===== config.mk =====
export PLATFORM = sky130hd
export DESIGN_NAME = wave_dac_seq
export DESIGN_NICKNAME = d
export VERILOG_FILES = /design/src/rtl/wave_dac_pkg.sv /design/src/rtl/wave_dac_ctrl.sv /design/src/rtl/wave_dac_path.sv /design/src/rtl/wave_dac_seq.sv
export SDC_FILE = /design/constraint.sdc
export NUM_CORES = 1
export LEC_CHECK = 0
export BUFFER_PORTS_ARGS = -buffer_cell sky130_fd_sc_hd__buf_2
export CAP_MARGIN = 10
export CORE_ASPECT_RATIO = 1.25
export CORE_MARGIN = 1.5
export CORE_UTILIZATION = 35
export CTS_CLUSTER_DIAMETER = 50
export DETAILED_ROUTE_END_ITERATION = 6
export HOLD_SLACK_MARGIN = 0.06
export MAX_ROUTING_LAYER = met4
export PLACE_DENSITY_LB_ADDON = 0.05
export SETUP_SLACK_MARGIN = 0.4
export SYNTH_ARGS = -nofsm -noshare
export SYNTH_HDL_FRONTEND = slang
export SYNTH_SLANG_ARGS = --single-unit

===== constraint.sdc =====
create_clock -name clk -period 7.55 [get_ports clk]
set_input_delay 1.51 -clock clk [delete_from_list [all_inputs] [get_ports clk]]
set_output_delay 1.51 -clock clk [all_outputs]
set_load 0.03 [all_outputs]

===== src/rtl/wave_dac_pkg.sv =====
package wave_dac_pkg;

  typedef enum logic [2:0] {
    REG_DATA = 3'd0,
    REG_STEP = 3'd1,
    REG_MIN  = 3'd2,
    REG_MAX  = 3'd3,
    REG_CTRL = 3'd4
  } regSel_e;

  localparam int CTRL_AUTO = 0;
  localparam int CTRL_UP   = 1;
  localparam int CTRL_DOWN = 2;
  localparam int CTRL_SYNC = 3;
  localparam int CTRL_W    = 4;

  typedef struct packed {
    logic bufWrite;   // buffered word written this cycle
    logic asyncLoad;  // immediate-mode output load
    logic syncLoad;   // synchronous-mode output load on edge
    logic autoStep;   // automatic-mode step on edge
    logic forceUp;    // control write turned up enable on
    logic forceDown;  // control write turned down enable on (alone)
  } seqStrobe_t;

endpackage


===== src/rtl/wave_dac_ctrl.sv =====
module wave_dac_ctrl
  import wave_dac_pkg::*;
#(
  parameter int DATA_W = 12,
  parameter int BUS_W  = 16,
  parameter int ADDR_W = 3
) (
  input  logic              clk,
  input  logic              rstN,
  input  logic              busWrEn,
  input  logic [ADDR_W-1:0] busAddr,
  input  logic [BUS_W-1:0]  busWrData,
  input  logic              syncIn,
  input  logic [DATA_W-1:0] dataVal,
  output logic [BUS_W-1:0]  busRdData,
  output logic [DATA_W-1:0] wrField,
  output logic [DATA_W-1:0] stepVal,
  output logic [DATA_W-1:0] minVal,
  output logic [DATA_W-1:0] maxVal,
  output logic              autoEn,
  output logic              upEn,
  output logic              downEn,
  output logic              syncEn,
  output logic              syncRise,
  output seqStrobe_t        strb
);

  localparam int PAD_W = BUS_W - DATA_W;
  localparam logic [ADDR_W-1:0] A_DATA = ADDR_W'(REG_DATA);
  localparam logic [ADDR_W-1:0] A_STEP = ADDR_W'(REG_STEP);
  localparam logic [ADDR_W-1:0] A_MIN  = ADDR_W'(REG_MIN);
  localparam logic [ADDR_W-1:0] A_MAX  = ADDR_W'(REG_MAX);
  localparam logic [ADDR_W-1:0] A_CTRL = ADDR_W'(REG_CTRL);

  logic syncPrev;
  logic wrData, wrStep, wrMin, wrMax, wrCtrl;
  logic upRise, downRise;
  logic [CTRL_W-1:0] ctrlBits;

  assign wrField = busWrData[BUS_W-1 -: DATA_W];
  assign wrData  = busWrEn && (busAddr == A_DATA);
  assign wrStep  = busWrEn && (busAddr == A_STEP);
  assign wrMin   = busWrEn && (busAddr == A_MIN);
  assign wrMax   = busWrEn && (busAddr == A_MAX);
  assign wrCtrl  = busWrEn && (busAddr == A_CTRL);

  // sync edge detection on the block clock
  always_ff @(posedge clk or negedge rstN) begin
    if (!rstN) syncPrev <= 1'b0;
    else       syncPrev <= syncIn;
  end
  assign syncRise = syncIn && !syncPrev;

  // configuration registers
  always_ff @(posedge clk or negedge rstN) begin
    if (!rstN) begin
      stepVal <= '0;
      minVal  <= '0;
      maxVal  <= '0;
      autoEn  <= 1'b0;
      upEn    <= 1'b0;
      downEn  <= 1'b0;
      syncEn  <= 1'b0;
    end else begin
      if (wrStep) stepVal <= wrField;
      if (wrMin)  minVal  <= wrField;
      if (wrMax)  maxVal  <= wrField;
      if (wrCtrl) begin
        autoEn <= busWrData[CTRL_AUTO];
        upEn   <= busWrData[CTRL_UP];
        downEn <= busWrData[CTRL_DOWN];
        syncEn <= busWrData[CTRL_SYNC];
      end
    end
  end

  assign upRise   = busWrData[CTRL_UP]   && !upEn;
  assign downRise = busWrData[CTRL_DOWN] && !downEn;

  always_comb begin
    strb           = '0;
    strb.bufWrite  = wrData;
    strb.asyncLoad = wrData && !autoEn && !syncEn;
    strb.syncLoad  = syncRise && !autoEn && syncEn;
    strb.autoStep  = syncRise && autoEn;
    strb.forceUp   = wrCtrl && upRise;
    strb.forceDown = wrCtrl && downRise && !upRise;
  end

  always_comb begin
    ctrlBits            = '0;
    ctrlBits[CTRL_AUTO] = autoEn;
    ctrlBits[CTRL_UP]   = upEn;
    ctrlBits[CTRL_DOWN] = downEn;
    ctrlBits[CTRL_SYNC] = syncEn;
  end

  always_comb begin
    busRdData = '0;
    unique case (busAddr)
      A_DATA:  busRdData = {dataVal, {PAD_W{1'b0}}};
      A_STEP:  busRdData = {stepVal, {PAD_W{1'b0}}};
      A_MIN:   busRdData = {minVal,  {PAD_W{1'b0}}};
      A_MAX:   busRdData = {maxVal,  {PAD_W{1'b0}}};
      A_CTRL:  busRdData = {{(BUS_W-CTRL_W){1'b0}}, ctrlBits};
      default: busRdData = '0;
    endcase
  end

endmodule


===== src/rtl/wave_dac_path.sv =====
module wave_dac_path
  import wave_dac_pkg::*;
#(
  parameter int DATA_W = 12
) (
  input  logic              clk,
  input  logic              rstN,
  input  seqStrobe_t        strb,
  input  logic [DATA_W-1:0] wrField,
  input  logic [DATA_W-1:0] stepVal,
  input  logic [DATA_W-1:0] minVal,
  input  logic [DATA_W-1:0] maxVal,
  input  logic              upEn,
  input  logic              downEn,
  output logic [DATA_W-1:0] dataVal,
  output logic [DATA_W-1:0] outCode
);

  localparam int EXT_W = DATA_W + 1;

  logic              dirDownQ;
  logic              effDown;
  logic              nextDown;
  logic              stepTaken;
  logic [EXT_W-1:0]  sumW;
  logic [EXT_W-1:0]  diffW;
  logic [DATA_W-1:0] upVal;
  logic [DATA_W-1:0] dnVal;
  logic [DATA_W-1:0] nextData;
  logic [DATA_W-1:0] limitedOut;

  // one extra bit catches overflow and wrap below zero
  assign sumW  = {1'b0, dataVal} + {1'b0, stepVal};
  assign diffW = {1'b0, dataVal} - {1'b0, stepVal};
  assign upVal = (sumW > {1'b0, maxVal}) ? maxVal : sumW[DATA_W-1:0];
  assign dnVal = (diffW[DATA_W] || (diffW[DATA_W-1:0] < minVal)) ? minVal
                                                                 : diffW[DATA_W-1:0];

  // a disabled direction is never taken
  assign effDown = downEn && (!upEn || dirDownQ);

  always_comb begin
    nextData = dataVal;
    nextDown = dirDownQ;
    if (!upEn && !downEn) begin
      nextData = dataVal;
    end else if (!effDown) begin
      if (dataVal >= maxVal) begin
        if (downEn) begin
          nextData = dnVal;
          nextDown = 1'b1;
        end else begin
          nextData = minVal;
        end
      end else begin
        nextData = upVal;
      end
    end else begin
      if (dataVal <= minVal) begin
        if (upEn) begin
          nextData = upVal;
          nextDown = 1'b0;
        end else begin
          nextData = maxVal;
        end
      end else begin
        nextData = dnVal;
      end
    end
  end

  assign limitedOut = (nextData > maxVal) ? maxVal : nextData;
  assign stepTaken  = strb.autoStep && !strb.bufWrite;

  always_ff @(posedge clk or negedge rstN) begin
    if (!rstN) begin
      dataVal <= '0;
    end else if (strb.bufWrite) begin
      dataVal <= wrField;
    end else if (stepTaken) begin
      dataVal <= nextData;
    end
  end

  always_ff @(posedge clk or negedge rstN) begin
    if (!rstN) begin
      outCode <= '0;
    end else if (strb.asyncLoad) begin
      outCode <= wrField;
    end else if (strb.syncLoad) begin
      outCode <= dataVal;
    end else if (stepTaken) begin
      outCode <= limitedOut;
    end
  end

  always_ff @(posedge clk or negedge rstN) begin
    if (!rstN) begin
      dirDownQ <= 1'b0;
    end else if (strb.forceUp) begin
      dirDownQ <= 1'b0;
    end else if (strb.forceDown) begin
      dirDownQ <= 1'b1;
    end else if (stepTaken) begin
      dirDownQ <= nextDown;
    end
  end

endmodule


===== src/rtl/wave_dac_seq.sv =====
module wave_dac_seq
  import wave_dac_pkg::*;
#(
  parameter int DATA_W = 12,
  parameter int BUS_W  = 16,
  parameter int ADDR_W = 3
) (
  input  logic              clk,
  input  logic              rstN,
  input  logic              busWrEn,
  input  logic [ADDR_W-1:0] busAddr,
  input  logic [BUS_W-1:0]  busWrData,
  output logic [BUS_W-1:0]  busRdData,
  input  logic              syncIn,
  output logic [DATA_W-1:0] dacCode
);

  seqStrobe_t        strb;
  logic [DATA_W-1:0] wrField;
  logic [DATA_W-1:0] stepVal;
  logic [DATA_W-1:0] minVal;
  logic [DATA_W-1:0] maxVal;
  logic [DATA_W-1:0] dataVal;
  logic              autoEn;
  logic              upEn;
  logic              downEn;
  logic              syncEn;
  logic              syncRise;

  wave_dac_ctrl #(
    .DATA_W(DATA_W), .BUS_W(BUS_W), .ADDR_W(ADDR_W)
  ) u_ctrl (
    .clk(clk), .rstN(rstN),
    .busWrEn(busWrEn), .busAddr(busAddr), .busWrData(busWrData),
    .syncIn(syncIn), .dataVal(dataVal), .busRdData(busRdData),
    .wrField(wrField), .stepVal(stepVal), .minVal(minVal), .maxVal(maxVal),
    .autoEn(autoEn), .upEn(upEn), .downEn(downEn), .syncEn(syncEn),
    .syncRise(syncRise), .strb(strb)
  );

  wave_dac_path #(
    .DATA_W(DATA_W)
  ) u_path (
    .clk(clk), .rstN(rstN), .strb(strb), .wrField(wrField),
    .stepVal(stepVal), .minVal(minVal), .maxVal(maxVal),
    .upEn(upEn), .downEn(downEn),
    .dataVal(dataVal), .outCode(dacCode)
  );

endmodule


## Word level (Yosys, flattened, before mapping)

Index checks and enable logic that the tools add are counted.

| storage, ports and cells | value |
|---|---|
| register bits after elaboration | 66 |
| bits of input ports | 23 |
| output and inout port bits | 28 |
| word-level logic and storage cells | 84 |

| operators by class | value |
|---|---|
| add/subtract/negate cells | 2 |
| order comparisons | 5 |
| equality and inequality tests | 7 |
| multiplexer cells | 24 |
| reduce and logical (&&, ||, !) cells | 35 |

Operators with widths:

| operator | count |
|---|---|
| $mux 12 | 14 |
| $pmux 16 s5 | 1 |
| $logic_and 1x1->1 | 19 |
| $add 12x12->13 | 1 |
| $gt 13x12->1 | 1 |
| $sub 12x12->13 | 1 |
| $ge 12x12->1 | 1 |
| $gt 12x12->1 | 1 |
| $le 12x12->1 | 1 |
| $lt 12x12->1 | 1 |
| $mux 1 | 9 |
| $ne 4x4->1 const B | 2 |
| $reduce_bool 4->1 | 2 |
| $logic_not 1->1 | 7 |
| $eq 3x2->1 const B | 2 |
| $reduce_and 6->1 | 1 |
| $reduce_bool 3->1 | 2 |
| $eq 3x1->1 const B | 1 |
| $eq 3x3->1 const B | 1 |
| $logic_not 3->1 | 1 |
| $ne 3x3->1 const B | 1 |
| $logic_or 1x1->1 | 2 |
| $reduce_bool 2->1 | 1 |

## Logic depth before layout (Yosys ltp)

| logic depth | value |
|---|---|
| word-level depth | 13 |
| mapped depth | 31 |

## Cells and area by module

A second synthesis with hierarchy kept.

| second synthesis, totals | value |
|---|---|
| cell total of the unflattened synthesis | 854 |
| area, all modules | 7290.7 µm² |

Modules (own cells, without submodules):

| module | instances | cells each | area an instance (µm²) | sequential area each (µm²) |
|---|---|---|---|---|
| wave_dac_path | 1 | 695 | 5069.9 | 625.6 |
| wave_dac_ctrl | 1 | 159 | 2220.9 | 1026.0 |

## Worst setup path after synthesis

Ideal clock, no wire load.

| timing path | value |
|---|---|
| kind | register to register |
| from | register u_path.dataVal[0] |
| to | register u_path.outCode[9] |
| library setup time | 0.121 ns |
| arrival | 5.757 ns |
| data required time | 7.429 ns |
| path slack | 1.672 ns |
| stages on the path, launching flop included | 28 |
| buffers on the path | 1 |
| clock period less this slack | 5.878 ns |
| path through | dfrtp_1 -> inv_1 -> ha_1 -> inv_1 -> fa_1 -> a211oi_1 -> o211a_1 -> o31ai_1 -> a21oi_1 -> xnor2_1 -> ha_1 -> nand4_1 -> nor2_1 -> a2111oi_4 -> nor2_4 -> mux2_4 -> a22oi_2 -> mux2i_1 -> mux2_4 -> ha_1 -> nand4_1 -> a211o_1 -> a31oi_1 -> clkbuf_1 -> o21ai_0 -> nand2_1 -> o221ai_1 -> a22o_1 |

| on the way | value |
|---|---|
| word-level cells in the longest chain between the ends | 13 |
| elaborated cells on any way between the ends | 20 |
| those cells by class | add/sub: 2; order compare: 5; mux: 12; reduce/logical: 1 |

Ends and longest elaborated chain:

| item | RTL line | text |
|---|---|---|
| start: declaration | wave_dac_path.sv:15 | `output logic [DATA_W-1:0] dataVal,` |
| start signal: assignment | wave_dac_path.sv:79 | `dataVal <= wrField;` |
| start signal: assignment | wave_dac_path.sv:81 | `dataVal <= nextData;` |
| $sub 12x12->13 | wave_dac_path.sv:34 | `assign diffW = {1'b0, dataVal} - {1'b0, stepVal};` |
| $lt 12x12->1 | wave_dac_path.sv:36 | `assign dnVal = (diffW[DATA_W] \|\| (diffW[DATA_W-1:0] < minVal)) ? minVal` |
| $logic_or 1x1->1 | wave_dac_path.sv:36 |  |
| $mux 12 | wave_dac_path.sv:36 |  |
| $mux 12 | wave_dac_path.sv:49 | `if (downEn) begin` |
| $mux 12 | wave_dac_path.sv:48 | `if (dataVal >= maxVal) begin` |
| $mux 12 | wave_dac_path.sv:47 | `end else if (!effDown) begin` |
| $mux 12 * | wave_dac_path.sv:45 | `if (!upEn && !downEn) begin` |
| $gt 12x12->1 | wave_dac_path.sv:72 | `assign limitedOut = (nextData > maxVal) ? maxVal : nextData;` |
| $mux 12 * | wave_dac_path.sv:72 |  |
| $mux 12 * | wave_dac_path.sv:92 | `end else if (stepTaken) begin` |
| $mux 12 * | wave_dac_path.sv:90 | `end else if (strb.syncLoad) begin` |
| $mux 12 * | wave_dac_path.sv:88 | `end else if (strb.asyncLoad) begin` |
| end signal: assignment | wave_dac_path.sv:89 | `outCode <= wrField;` |
| end signal: assignment | wave_dac_path.sv:91 | `outCode <= dataVal;` |
| end signal: assignment | wave_dac_path.sv:93 | `outCode <= limitedOut;` |
| end: declaration | wave_dac_path.sv:16 | `output logic [DATA_W-1:0] outCode` |

Every way passes the cells marked *; elsewhere a longest branch is shown, timed or not. The select of a mux whose other input is x is not followed.
A chain may end at the register's enable or synchronous reset.

## Worst setup path after layout

| timing path | value |
|---|---|
| from | register u_path.dataVal[0] |
| to | register u_path.outCode[4] |

Same word-level chain as after synthesis.

==> impl_metrics.env <==
export IMPL_timing_fmax_mhz=148
export IMPL_grt_use_total=0.315
export IMPL_tightest_slew_ns=0.940
export IMPL_ctsLongestPathBuffers=2
export IMPL_cts_tree="built"
export IMPL_max_slew_margin=0.373
export IMPL_arrival_ns=7.01
export IMPL_async_flop_share=1.00
export IMPL_n_fill_cell=2117
export IMPL_yosysSeqAreaShare=0.230
export IMPL_synth_edff_count=0
export IMPL_crit_fanout=9
export IMPL_yosys_warnings=0
export IMPL_routed_wl_microns=31600
export IMPL_synth_seq_cells=66
export IMPL_grt_max_degree=67
export IMPL_hold_viol=0
export IMPL_drt_initial_drc_count=600
export IMPL_initial_core_util=0.357
export IMPL_synth_distinct_cells=82
export IMPL_fp_dieW_microns=131
export IMPL_clk_pin_slew_ns=0.07
export IMPL_cp_num_buf_inv=4
export IMPL_min_period_ns=6.77
export IMPL_maxSlewViolCount=0
export IMPL_viasPerCell=6.09
export IMPL_cp_required_ns=7.79
export IMPL_cp_top_family="compound AO/OA/AOI/OAI gates"
export IMPL_drive_above_1_share=0.167
export IMPL_fin_nets=1035
export IMPL_syn2layout_area_growth_pct=13.2
export IMPL_clock_sinks=66
export IMPL_num_rows=58
export IMPL_hpwlAfterDp_microns=24900
export IMPL_ys_flop_type="dfrtp_1"
export IMPL_dp_slack_ns=0.282
export IMPL_hold_path_class="reg2reg"
export IMPL_place_gp_congestion=1.03
export IMPL_period_share=0.896
export IMPL_worst_setup_path_start_kind="flip-flop"
export IMPL_io_buffer_count=50
export IMPL_crit_path_max_incr_delay_ns=0.46
export IMPL_netlist_area_sq_mm=0.00717
export IMPL_ctsHoldBuffers=0
export IMPL_first_pass_iters=5
export IMPL_htree_num_levels=3
export IMPL_ant_nets=0
export IMPL_wl_per_cell_microns=26.3
export IMPL_grt_overflow_total=0
export IMPL_grt_pass1_vias=7381
export IMPL_rsz0062_at_grt="true"
export IMPL_syn_nets=989
export IMPL_clk_latency_ns=0.35
export IMPL_diodes=0
export IMPL_syn_avg_cell_area_sq_um=8.14
export IMPL_ios=51
export IMPL_fp_dieH_microns=163
export IMPL_cts_buffers=9
export IMPL_fin_worst_skew_ns=0.00892
export IMPL_critPathSlowestCell="dfrtp_1"
export IMPL_critical_path_class="reg2reg"
export IMPL_fin_tns_setup_ns=0
export IMPL_post_route_drc_count=0
export IMPL_final_setup_worst_slack_ns=0.783
export IMPL_setup_viol=0
export IMPL_synth_cells=881
export IMPL_die_area_sq_mm=0.0214
export IMPL_clockRootBuffer="clkbuf_16"
export IMPL_critPathMostFrequentCell="ha_1"
export IMPL_grt_pass1_wl_microns=46900
export IMPL_core_area_sq_mm=0.0201
export IMPL_status="completed"
export IMPL_cap_violations=0
export IMPL_antenna_found_initial=0
export IMPL_endpoint_kind="flip-flop"
export IMPL_vias=7322
-- registers in the layout (all words and copies together), names as in the netlist --
signal           count
u_ctrl.autoEn        1
u_ctrl.downEn        1
u_ctrl.maxVal       12
u_ctrl.minVal       12
u_ctrl.stepVal      12
u_ctrl.syncEn        1
u_ctrl.syncPrev      1
u_ctrl.upEn          1
u_path.dataVal      12
u_path.dirDownQ      1
u_path.outCode      12
-- path summary, 6_finish.rpt --
kind / endpoint / depth (start not counted) / slack [ns] / start
worst min register to register: u_ctrl.maxVal[11] / 1 / 0.55 / u_ctrl.maxVal[11]
worst max-delay path: u_path.outCode[4] / 28 / 0.78 / u_path.dataVal[0]
worst min-delay path: u_ctrl.maxVal[11] / 1 / 0.55 / u_ctrl.maxVal[11]
worst max register to register: u_path.outCode[4] / 28 / 0.78 / u_path.dataVal[0]
max in group asynchronous: u_ctrl.minVal[4] / 1 / 5.63 / rstN
min in group asynchronous: u_ctrl.maxVal[8] / 1 / 1.29 / rstN
-- cell usage after synthesis, types with 5 or more instances --
cell / number / share of area
nand2_1: 88 / 0.046
a31oi_1: 12 / 0.010
o21ai_1: 8 / 0.0056
a21oi_1: 81 / 0.057
inv_1: 54 / 0.028
a211oi_1: 14 / 0.015
o21a_1: 9 / 0.0094
and3_1: 9 / 0.0079
and2_1: 5 / 0.0044
dfrtp_1: 66 / 0.23
mux2_2: 16 / 0.025
or3_1: 6 / 0.0052
buf_2: 10 / 0.0070
nand2b_1: 7 / 0.0061
nor2_1: 60 / 0.031
nor3_1: 22 / 0.015
o31ai_1: 5 / 0.0052
clkbuf_1: 19 / 0.0099
mux4_2: 12 / 0.038
o221ai_1: 5 / 0.0061
a22oi_1: 5 / 0.0052
o211ai_1: 15 / 0.016
ha_1: 83 / 0.14
mux2i_1: 6 / 0.0084
nor2b_1: 23 / 0.020
xor2_1: 5 / 0.0061
nand3_1: 27 / 0.019
a21o_1: 11 / 0.012
nand4_1: 13 / 0.011
xnor2_1: 10 / 0.012
o21ai_0: 71 / 0.050
-- per-stage QoR --
stage | hold slack [ns] | instances | area (sq um) | utilization
5_1_grt | 0.579 | 1202 | 8120 | 0.404
6_report | 0.554 | 1202 | 8120 | 0.404
3_3_place_gp | 0.530 | 1183 | 7730 | 0.384
4_1_cts | 0.558 | 1202 | 8080 | 0.402
2_1_floorplan | 0.497 | 881 | 7170 | -
3_5_place_dp | 0.544 | 1183 | 7730 | 0.384
-- cell families after synthesis --
family	after synthesis	synth area share
adders and majority gates	85	0.150
and+or+nand+nor	295	0.207
DFF	66	0.230
muxes	36	0.0754
AOI/OAI and AO/OA	293	0.266
xor gates and xnor gates	15	0.0183
buffers and inverters	91	0.0530
-- cell usage in the layout, fill, tap and decap left out, types with 23 or more instances in the layout --
cell / synthesis / layout
nor2_1: 60 / 59
nor2b_1: 23 / 23
dfrtp_1: 66 / 66
a21oi_1: 81 / 80
o21ai_0: 71 / 70
nand2_1: 88 / 87
ha_1: 83 / 83
inv_1: 54 / 54
buf_2: 10 / 49
buf_4: 3 / 23
nand3_1: 27 / 27
-- repair_timing --
item | CTS | global route
pin swaps | 1 | 1
resized for setup | 1 | 9
setup endpoints to repair | 5 | 9
buffers inserted | 3 | 0
-- metal layers --
metal  vias to the layer above  track usage  share of wire
met1                      3620        0.387           0.42
met2                       260        0.510           0.48
li1                       3366            -              -
met3                        76       0.0452          0.050
met5                         -            -              0
met4                         0        0.139          0.043
-- final cells by class --
cell class	count	area, sq um	area share
Inverter	54	203	0.0250
Tap cell	270	338	0.0416
Clock inverter	6	88.8	0.0109
Timing Repair Buffer	72	418	0.0515
Clock buffer	10	239	0.0294
Multi-Input combinational cell	724	5180	0.638
Sequential cell	66	1650	0.203
Power is not shown: default switching activity piles up to over one toggle a cycle in this logic, so the estimate is an artifact.
